`src/rtl/wh_pkg.sv`:
```
package wh_pkg;
    typedef enum logic {
        ST_IDLE  = 1'b0,
        ST_BOUND = 1'b1
    } wh_state_e;
endpackage

```
`src/rtl/wh_dst_decode.sv`:
```
module wh_dst_decode #(
    parameter int NUM_PORTS = 4,
    localparam int DST_W = (NUM_PORTS > 1) ? $clog2(NUM_PORTS) : 1
) (
    input  logic [DST_W-1:0]     dst,
    output logic [NUM_PORTS-1:0] onehot
);
    for (genvar i = 0; i < NUM_PORTS; i++) begin : g_dec
        assign onehot[i] = (dst == DST_W'(i));
    end
endmodule

```
`src/rtl/wh_req_qualify.sv`:
```
module wh_req_qualify #(
    parameter int NUM_PORTS = 4
) (
    input  logic                 valid,
    input  logic                 head,
    input  logic [NUM_PORTS-1:0] dec,
    input  logic [NUM_PORTS-1:0] route,
    input  logic [NUM_PORTS-1:0] free,
    input  logic [NUM_PORTS-1:0] ready,
    output logic [NUM_PORTS-1:0] sel,
    output logic [NUM_PORTS-1:0] req
);
    logic avail_ok;

    always_comb begin
        sel      = head ? dec : route;
        // continuation flits already own their output
        avail_ok = head ? |(sel & free) : 1'b1;
        req      = (valid && avail_ok) ? (sel & ready) : '0;
    end
endmodule

```
`src/rtl/wh_route_fsm.sv`:
```
module wh_route_fsm
    import wh_pkg::*;
#(
    parameter int NUM_PORTS = 4
) (
    input  logic                 clk,
    input  logic                 rst,
    input  logic                 take,
    input  logic                 head,
    input  logic                 tail,
    input  logic [NUM_PORTS-1:0] sel,
    output logic [NUM_PORTS-1:0] route_q,
    output logic                 bound
);
    wh_state_e            state_q, state_n;
    logic [NUM_PORTS-1:0] route_n;

    always_ff @(posedge clk) begin
        if (rst) begin
            state_q <= ST_IDLE;
            route_q <= '0;
        end else begin
            state_q <= state_n;
            route_q <= route_n;
        end
    end

    always_comb begin
        state_n = state_q;
        route_n = route_q;
        unique case (state_q)
            ST_IDLE: begin
                if (take && head && !tail) begin   // CLAIM
                    state_n = ST_BOUND;
                    route_n = sel;
                end
            end
            ST_BOUND: begin
                if (take && tail) begin            // RELEASE
                    state_n = ST_IDLE;
                    route_n = '0;
                end else if (take && head) begin
                    route_n = sel;
                end
            end
            default: begin
                state_n = ST_IDLE;
                route_n = '0;
            end
        endcase
    end

    assign bound = (state_q == ST_BOUND);

    AST_ROUTE_ONEHOT0: assert property (@(posedge clk) disable iff (rst)
        $onehot0(route_q));
    AST_HOLD_NO_TAKE: assert property (@(posedge clk) disable iff (rst)
        !take |=> $stable(route_q) && $stable(state_q));
    AST_RELEASE_CLEAR: assert property (@(posedge clk) disable iff (rst)
        (take && tail && state_q == ST_BOUND) |=> (route_q == '0) && !bound);
    AST_SINGLE_FLIT: assert property (@(posedge clk) disable iff (rst)
        (take && head && tail && state_q == ST_IDLE) |=> (route_q == '0));
endmodule

```
`src/rtl/wh_input_ctrl.sv`:
```
module wh_input_ctrl #(
    parameter int NUM_PORTS = 4,
    localparam int DST_W = (NUM_PORTS > 1) ? $clog2(NUM_PORTS) : 1
) (
    input  logic                 clk,
    input  logic                 rst,
    input  logic                 flit_valid,
    input  logic                 flit_head,
    input  logic                 flit_tail,
    input  logic [DST_W-1:0]     flit_dst,
    input  logic [NUM_PORTS-1:0] out_free,
    input  logic [NUM_PORTS-1:0] out_ready,
    output logic [NUM_PORTS-1:0] req,
    input  logic [NUM_PORTS-1:0] gnt,
    output logic                 flit_take,
    output logic [NUM_PORTS-1:0] route_q,
    output logic                 pkt_bound
);
    logic [NUM_PORTS-1:0] dec;
    logic [NUM_PORTS-1:0] sel;

    wh_dst_decode #(.NUM_PORTS(NUM_PORTS)) u_dec (
        .dst    (flit_dst),
        .onehot (dec)
    );

    wh_req_qualify #(.NUM_PORTS(NUM_PORTS)) u_qual (
        .valid (flit_valid),
        .head  (flit_head),
        .dec   (dec),
        .route (route_q),
        .free  (out_free),
        .ready (out_ready),
        .sel   (sel),
        .req   (req)
    );

    assign flit_take = |gnt;

    wh_route_fsm #(.NUM_PORTS(NUM_PORTS)) u_fsm (
        .clk     (clk),
        .rst     (rst),
        .take    (flit_take),
        .head    (flit_head),
        .tail    (flit_tail),
        .sel     (sel),
        .route_q (route_q),
        .bound   (pkt_bound)
    );

    AST_REQ_ONEHOT0: assert property (@(posedge clk) disable iff (rst)
        $onehot0(req));
    AST_REQ_NEEDS_VALID: assert property (@(posedge clk) disable iff (rst)
        !flit_valid |-> (req == '0));
    AST_HEAD_TAKEN_SILENT: assert property (@(posedge clk) disable iff (rst)
        (flit_head && (out_free & dec) == '0) |-> (req == '0));
    AST_BODY_FOLLOWS_ROUTE: assert property (@(posedge clk) disable iff (rst)
        (!flit_head && flit_valid) |-> (req == (route_q & out_ready)));
    AST_CLAIM_RECORD: assert property (@(posedge clk) disable iff (rst)
        (flit_take && flit_head && !flit_tail) |=> (route_q == $past(dec)) && pkt_bound);
endmodule

```
`config.mk`:
```
export PLATFORM = sky130hd
export DESIGN_NAME = wh_input_ctrl
export DESIGN_NICKNAME = d
export VERILOG_FILES = /design/src/rtl/wh_pkg.sv /design/src/rtl/wh_dst_decode.sv /design/src/rtl/wh_req_qualify.sv /design/src/rtl/wh_route_fsm.sv /design/src/rtl/wh_input_ctrl.sv
export SDC_FILE = /design/constraint.sdc
export NUM_CORES = 1
export LEC_CHECK = 0
export ABC_AREA = 1
export BUFFER_PORTS_ARGS = -buffer_cell sky130_fd_sc_hd__buf_2
export CAP_MARGIN = 30
export CORE_AREA = 2 2 39 41
export CTS_BUF_LIST = sky130_fd_sc_hd__clkbuf_8
export CTS_CLUSTER_DIAMETER = 100
export DETAILED_ROUTE_END_ITERATION = 10
export DIE_AREA = 0 0 41 43
export PLACE_DENSITY = 0.68
export SYNTH_ARGS = -nofsm -noshare
export SYNTH_HDL_FRONTEND = slang
export SYNTH_HIERARCHICAL = 1
export SYNTH_SLANG_ARGS = --single-unit
export TNS_END_PERCENT = 50
```
`constraint.sdc`:
```
create_clock -name clk -period 1 [get_ports clk]
set_clock_uncertainty 0.05 [all_clocks]
set_input_delay 0.2 -clock clk [delete_from_list [all_inputs] [get_ports clk]]
set_output_delay 0.2 -clock clk [all_outputs]
set_load 0.1 [all_outputs]
```
==> results of run 1 <==
-- Yosys cell counts, drive strengths merged --
cell | number | area share, %
nand3 | 5 | 5.3
inv | 18 | 14
dfxtp | 5 | 21
a21oi | 2 | 2.9
nor2 | 16 | 15
nor3 | 4 | 8.6
nand2 | 30 | 27
and2 | 3 | 5.6
-- logic make-up after synthesis --
group | count (synthesis) | share of synthesized area, %
simple gates | 58 | 61.2
buf+inv | 18 | 14.4
flops | 5 | 21.4
compound gates | 2 | 2.94
-- per-stage QoR --
step / TNS (ns) / hold slack (ns) / utilization, % / total power, mW
floorplan: -3.78 / 0.289 / - / 0.563
global placement: -1.89 / 0.403 / 68.2 / 0.765
detailed placement: -2.08 / 0.407 / 68.2 / 0.770
CTS: -2.61 / 0.176 / 73.4 / 1.16
global route: -2.91 / 0.194 / 74.2 / 1.21
finish: -2.49 / 0.181 / 74.2 / 1.14
-- final timing paths --
kind / startpoint / end / slack (ns) / cells past startpoint
worst max-delay path: u_fsm/route_q[0] / req[0] / -0.52 / 6
worst min-delay path: rst / u_fsm/bound / 0.18 / 4
worst max register to register: u_fsm/route_q[0] / u_fsm/route_q[0] / -0.03 / 8
worst min register to register: u_fsm/bound / u_fsm/bound / 0.48 / 2
-- per-layer routing --
layer	GRT usage, %	wire (um)	up-vias
met5	0	0	-
met4	8.00	0	0
met3	0	35	0
met2	27.8	677	8
met1	20.1	509	253
li1	-	-	326
-- state kept, by name (all words and copies together) (netlist names) --
signal         flops
u_fsm/bound        1
u_fsm/route_q      4
-- critical path, stage by stage, from the launching register on --
cell     delay, ns
dfxtp_4       0.34
inv_2         0.03
nand2_2       0.06
and2_4        0.16
nand2_4       0.05
nor3_4        0.20
buf_12        0.20
-- where the power goes --
group          total (mW)  internal [mW]  switching [mW]
Combinational       0.563          0.225           0.338
Clock               0.353          0.262          0.0904
Sequential          0.229          0.214          0.0143
Total                1.14          0.702           0.443
-- layout make-up --
class,count,area (sq um),share of cell area [%]
timing repair buffer,36,369,35.9
multi-input combinational,60,407,39.6
tap,16,20.0,1.95
inverter,18,67.6,6.58
sequential,5,119,11.6
clock buffer,3,41.3,4.02
clock inverter,1,3.75,0.365
-- what timing repair did --
| item | CTS | global route |
|---|---|---|
| buffers inserted | 1 | 1 |
| endpoints found under the setup margin | 10 | 12 |
| gates resized for setup | 6 | 3 |
| pin swaps | 5 | 1 |
==> results.py, run 1 <==
metrics = {
    "timing": {
        "period_share_pct": 152,
        "grt_setup_unrepaired": "yes",
        "layout_setup_ws_ns": -0.522,
        "hold_viol": 0,
        "drv_slew": 0,
        "max_freq_ghz": 0.657,
        "setup_viol": 9,
        "min_period_ns": 1.52,
        "worstMarginPinSlew_ns": 0.335,
        "relSlewSlack_pct": 77.7,
    },
    "layout": {
        "drive_gt1_share_pct": 61.8,
        "synthToLayoutAreaGrowth_pct": 120,
        "finalNonFillerCells": 139,
        "final_cell_mix": "nand2_1 (20), buf_2 (18), inv_1 (14)",
        "layout.nets": 143,
        "layout_commonest_cell": "nand2_1",
        "fin_area_sq_mm": 0.00103,
        "n_fill_cell": 101,
        "antenna_cells": 0,
    },
    "clock_network": {
        "clk_pin_slew_ns": 0.03,
        "clkLatencyLatePin_ns": 0.22,
        "htreeDepth": 1,
        "cts_buffers": 3,
        "clockRootBuffer": "clkbuf_8",
        "cts.sinks": 5,
        "postCtsHoldBufs": 0,
        "cts_tree": "done",
        "cts_max_path_buffers": 2,
    },
    "drt": {
        "via_per_inst": 4.22,
        "routed_wl_um": 1220,
        "drtIter0Drc": 7,
        "vias": 587,
        "ant_nets": 0,
        "drcViolationCount": 0,
        "wl_per_cell_um": 8.79,
        "firstDrtPassIters": 2,
    },
    "synth": {
        "seq_area_frac_synth_pct": 21.4,
        "postSynthAreaPerCell_sq_um": 5.64,
        "yosysWarnings": 6,
        "synth.distinct_cells": 13,
        "synth_seq_cells": 5,
        "netlist_instances": 83,
        "syn_area_sq_um": 468,
        "syn_nets": 102,
    },
    "global_route": {
        "grt_pass1_vias": 537,
        "grt_pass1_wl_um": 2020,
        "overflow": 0,
        "track_usage_pct": 16.4,
        "grt_max_degree": 7,
        "antenna_found_initial": 0,
    },
    "run_status": {
        "status": "complete, but fails checks",
        "violations": "setup timing",
    },
    "die": {
        "core_sq_mm": 0.00138,
        "start_util_pct": 33.8,
        "fp-row-count": 14,
        "die_area_sq_mm": 0.00176,
        "die_h_um": 43,
        "die_x_um": 41,
        "pin_count": 29,
    },
    "hold_path": {
        "holdCritPathClass": "input port to flop",
    },
    "power_and_ir_drop": {
        "leakagePower_nw": 0.528,
        "ir_drop_v": 0.000918,
        "powerDensity_mw_per_mm2": 1110,
    },
    "setup_path": {
        "crit_arrival_ns": 1.27,
        "path_max_fanout": 2,
        "worst_setup_path_start_kind": "flop",
        "critical_path_required_ns": 0.75,
        "cp-end-kind": "output pin",
        "path_class": "flop to output pin",
    },
    "placed_design": {
        "place_area_sq_um": 943,
        "dp_slack_ns": -0.471,
        "gp_congestion": 0.820,
        "hpwlAfterDp_um": 1100,
        "port_buffers": 28,
        "dpl.cell_count": 134,
    },
    "job": {
        "maxCapViolCount": 0,
    },
}
(Power assumes the default switching activity.)
==> run 2: changes to the inputs <==
PLACE_DENSITY = unset   (was 0.68)
PLACE_DENSITY_LB_ADDON = 0.12   (was unset)
==> results.py, run 2 (synthesized netlist as in run 1, its figures left out) <==
metrics = {
    "setup_path": {
        "rrSetupSlack_ns": -0.03,
        "path_class": "flop to output pin",
        "worst_setup_path_start_kind": "flop",
        "path_max_fanout": 4,
        "reg2reg_depth": 8,
        "cp-end-kind": "output pin",
        "critical_path_required_ns": 0.75,
        "crit_arrival_ns": 1.27,
    },
    "layout": {
        "final_cell_mix": "buf_2 (18), nand2_1 (17), inv_1 (13)",
        "synthToLayoutAreaGrowth_pct": 121,
        "largest_register_ffs": 4,
        "layout_commonest_cell": "buf_2",
        "antenna_cells": 0,
        "top_register": "u_fsm/route_q",
        "layout.nets": 144,
        "drive_gt1_share_pct": 65.3,
        "fin_util_pct": 74.8,
        "fin_area_sq_mm": 0.00103,
    },
    "clock_network": {
        "cts_buffers": 3,
        "clkLatencyLatePin_ns": 0.22,
        "cts.sinks": 5,
        "postCtsHoldBufs": 0,
        "clk_pin_slew_ns": 0.03,
        "cts_tree": "done",
        "clockRootBuffer": "clkbuf_8",
        "htreeDepth": 1,
        "cts_max_path_buffers": 2,
    },
    "drt": {
        "drtIter0Drc": 23,
        "ant_nets": 0,
        "firstDrtPassIters": 4,
        "via_per_inst": 4.34,
        "vias": 608,
        "wl_per_cell_um": 9.81,
        "drcViolationCount": 0,
        "routed_wl_um": 1370,
    },
    "global_route": {
        "antenna_found_initial": 0,
        "overflow": 0,
        "grt_pass1_wl_um": 2290,
        "grt_pass1_vias": 606,
        "grt_max_degree": 7,
        "track_usage_pct": 18.8,
    },
    "placed_design": {
        "place_area_sq_um": 951,
        "hpwlAfterDp_um": 1120,
        "port_buffers": 28,
        "dp_slack_ns": -0.463,
        "gp_congestion": 0.757,
    },
    "die": {
        "fp-row-count": 14,
        "start_util_pct": 33.8,
        "core_sq_mm": 0.00138,
        "die_area_sq_mm": 0.00176,
        "die_x_um": 41,
        "pin_count": 29,
        "die_h_um": 43,
    },
    "timing": {
        "setup_viol": 11,
        "max_freq_ghz": 0.659,
        "worstMarginPinSlew_ns": 0.321,
        "min_period_ns": 1.52,
        "hold_viol": 0,
        "period_share_pct": 152,
        "relSlewSlack_pct": 78.6,
        "layout_setup_ws_ns": -0.518,
        "drv_slew": 0,
        "grt_setup_unrepaired": "yes",
    },
    "hold_path": {
        "holdCritPathClass": "input port to flop",
        "hold_depth": 4,
    },
    "power_and_ir_drop": {
        "intPower_uw": 708,
        "power_mw": 1.17,
        "p_seq_share_pct": 19.6,
        "power_frac_clock_pct": 31.2,
        "pwr-share-comb_pct": 49.2,
        "switchingPower_uw": 459,
        "leakagePower_nw": 0.522,
        "powerDensity_mw_per_mm2": 1130,
        "swShare_pct": 39.3,
        "ir_drop_v": 0.00102,
    },
    "run_status": {
        "violations": "setup timing",
        "status": "complete, but fails checks",
    },
    "job": {
        "maxCapViolCount": 0,
    },
}
==> run 2: power groups by stage <==
stage	clock, mW	sequential (mW)	combinational [mW]
final	0.363	0.229	0.574
after global routing	0.396	0.230	0.615
after CTS	0.376	0.229	0.558
after detailed placement	0	0.230	0.547
after global placement	0	0.229	0.541
after floorplan	0	0.342	0.222
==> run 2: worst max-delay path, stage by stage, from the launching register on <==
cell	delay, ns
dfxtp_4	0.33
inv_2	0.04
nand2_2	0.05
nand3_2	0.06
nand2_2	0.07
nor2_4	0.25
nor3_4	0.07
buf_12	0.18
==> run 2: timing repair <==
item                                    in CTS  in global routing
endpoints found under the setup margin      11                 13
pin swaps                                    4                  2
resized for setup                            5                  7
buffers inserted                             0                  2
==> run 2: layer usage <==
layer	share of wire [%]	GRT usage, %
met5	0	0
met4	0	10.0
met3	3.1	2.09
met2	54	30.3
met1	43	23.1
==> run 2: area by class of cell <==
class | count | area (sq um)
Clock buffer | 3 | 41.3
Clock inverter | 1 | 3.75
Fill cell | 113 | 349
Inverter | 18 | 70.1
Multi-Input combinational cell | 60 | 404
Sequential cell | 5 | 119
Tap cell | 16 | 20.0
Timing Repair Buffer | 37 | 377
==> run 2: stage by stage <==
step           TNS [ns]  instances  hold slack [ns]
3_3_place_gp      -2.02        135            0.397
5_1_grt           -3.11        140            0.228
4_1_cts           -2.55        139            0.171
3_5_place_dp      -2.24        135            0.403
6_report          -2.56        140            0.174
2_1_floorplan     -3.78         83            0.289
==> run 2: worst paths after layout <==
check | endpoint | start
hold / removal | u_fsm/bound | rst
setup reg to reg | u_fsm/route_q[0] | u_fsm/route_q[0]
hold reg to reg | u_fsm/bound | u_fsm/bound
setup / recovery | req[1] | u_fsm/route_q[1]
==> run 3: changes to the inputs <==
SKIP_LAST_GASP = 1   (was unset)
==> results.py, run 3 (synthesized netlist as in run 1, its figures left out) <==
metrics = {
    "drt": {
        "vias": 609,
        "drtIter0Drc": 23,
        "routed_wl_um": 1340,
        "ant_nets": 0,
        "wl_per_cell_um": 9.56,
        "via_per_inst": 4.35,
        "firstDrtPassIters": 4,
        "drcViolationCount": 0,
    },
    "clock_network": {
        "clockRootBuffer": "clkbuf_8",
        "cts_max_path_buffers": 2,
        "cts_buffers": 3,
        "htreeDepth": 1,
        "clkLatencyLatePin_ns": 0.22,
        "clk_pin_slew_ns": 0.03,
        "cts.sinks": 5,
        "cts_tree": "done",
    },
    "power_and_ir_drop": {
        "switchingPower_uw": 455,
        "power_mw": 1.16,
        "leakagePower_nw": 0.521,
        "p_seq_share_pct": 19.6,
        "intPower_uw": 703,
        "power_frac_clock_pct": 31.3,
        "swShare_pct": 39.3,
        "ir_drop_v": 0.00102,
        "powerDensity_mw_per_mm2": 1130,
        "pwr-share-comb_pct": 49.0,
    },
    "global_route": {
        "antenna_found_initial": 0,
        "track_usage_pct": 18.6,
        "grt_max_degree": 7,
        "overflow": 0,
        "grt_pass1_wl_um": 2270,
        "grt_pass1_vias": 606,
    },
    "die": {
        "die_h_um": 43,
        "core_sq_mm": 0.00138,
        "pin_count": 29,
        "start_util_pct": 33.8,
        "fp-row-count": 14,
        "die_x_um": 41,
        "die_area_sq_mm": 0.00176,
    },
    "setup_path": {
        "path_max_fanout": 4,
        "cp-end-kind": "output pin",
        "crit_slowest_cell": "dfxtp_4",
        "crit_arrival_ns": 1.27,
        "crit_buf_inv": 2,
        "crit_chain": "inv_2 > nand2_2 > nand3_2 > nand2_2 > nor2_4 > nor3_4 > buf_12",
        "max_stage_delay_ns": 0.33,
        "path_class": "flop to output pin",
        "critical_path.top_delay_family": "simple AND/OR/NAND/NOR gates",
        "critical_path_required_ns": 0.75,
        "rrSetupSlack_ns": -0.04,
        "crit_top_cell": "nand2_2",
        "worst_setup_path_start_kind": "flop",
    },
    "layout": {
        "largest_register_ffs": 4,
        "n_fill_cell": 114,
        "layout.nets": 144,
        "top_register": "u_fsm/route_q",
        "fin_util_pct": 74.1,
        "drive_gt1_share_pct": 63.7,
        "antenna_cells": 0,
        "fin_area_sq_mm": 0.00102,
        "synthToLayoutAreaGrowth_pct": 119,
        "final_cell_mix": "buf_2 (18), nand2_1 (18), inv_1 (14)",
        "finalNonFillerCells": 140,
    },
    "timing": {
        "drv_slew": 0,
        "relSlewSlack_pct": 78.6,
        "max_freq_ghz": 0.659,
        "period_share_pct": 152,
        "layout_setup_ws_ns": -0.517,
        "grt_setup_unrepaired": "yes",
        "setup_viol": 11,
        "fin_setup_tns_ns": -2.61,
        "hold_ws_ns": 0.172,
        "hold_viol": 0,
        "worstMarginPinSlew_ns": 0.320,
        "min_period_ns": 1.52,
    },
    "placed_design": {
        "hpwlAfterDp_um": 1120,
        "dp_slack_ns": -0.463,
        "dpl.cell_count": 135,
        "gp_congestion": 0.757,
        "port_buffers": 28,
        "place_area_sq_um": 951,
    },
    "hold_path": {
        "holdCritPathClass": "input port to flop",
    },
    "run_status": {
        "violations": "setup timing",
        "status": "complete, but fails checks",
    },
    "job": {
        "maxCapViolCount": 0,
    },
}
-- run 3: cell types whose count changed in the layout (fill, tap and decap cells not counted) --
cell     delta
inv_2       -1
buf_6       -2
inv_1       +1
nand2_1     +1
nand2_2     -1
buf_4       +2
-- run 3: area by class of cell --
type | instances | area, sq um | area share [%]
repair buffers | 37 | 369 | 36.0
well taps | 16 | 20.0 | 1.95
clock buffers | 3 | 41.3 | 4.03
inverters | 18 | 70.1 | 6.84
multi-input cells | 60 | 402 | 39.2
clock inverters | 1 | 3.75 | 0.366
flip-flops and latches | 5 | 119 | 11.6
-- run 3: worst paths after layout --
kind,start,end,cells past startpoint
max,u_fsm/route_q[1],req[1],7
min,rst,u_fsm/bound,4
max reg2reg,u_fsm/route_q[0],u_fsm/route_q[0],8
min reg2reg,u_fsm/bound,u_fsm/bound,2
-- run 3: power groups by stage --
stage               logic (mW)  clock network (mW)  registers, mW
finish                   0.568               0.363          0.227
global route             0.609               0.396          0.228
CTS                      0.553               0.376          0.228
detailed placement       0.547                   0          0.230
global placement         0.541                   0          0.229
floorplan                0.222                   0          0.342
-- run 3: per-layer routing --
layer	global-route usage, %	part of all wire [%]	vias up
met3	2.09	3.9	0
met1	22.4	43	272
met2	30.3	53	12
met4	10.0	0	0
met5	0	0	-
li1	-	-	325
-- run 3: timing repair --
item                                    4_1_cts  5_1_grt
gates resized for setup                       2        6
endpoints found under the setup margin       11       12
buffers inserted                              0        2
hold buffers                                  0        0
endpoints found under the hold margin         0        0
cloned                                        0        0
pin swaps                                     3        2
-- run 3: worst register-to-register path, cell delays in order (launching register included) --
cell	delay, ns
dfxtp_4	0.33
inv_2	0.05
nand2_2	0.05
and2_4	0.14
buf_4	0.12
inv_1	0.04
nand2_1	0.04
nand2_1	0.07
nor2_1	0.03
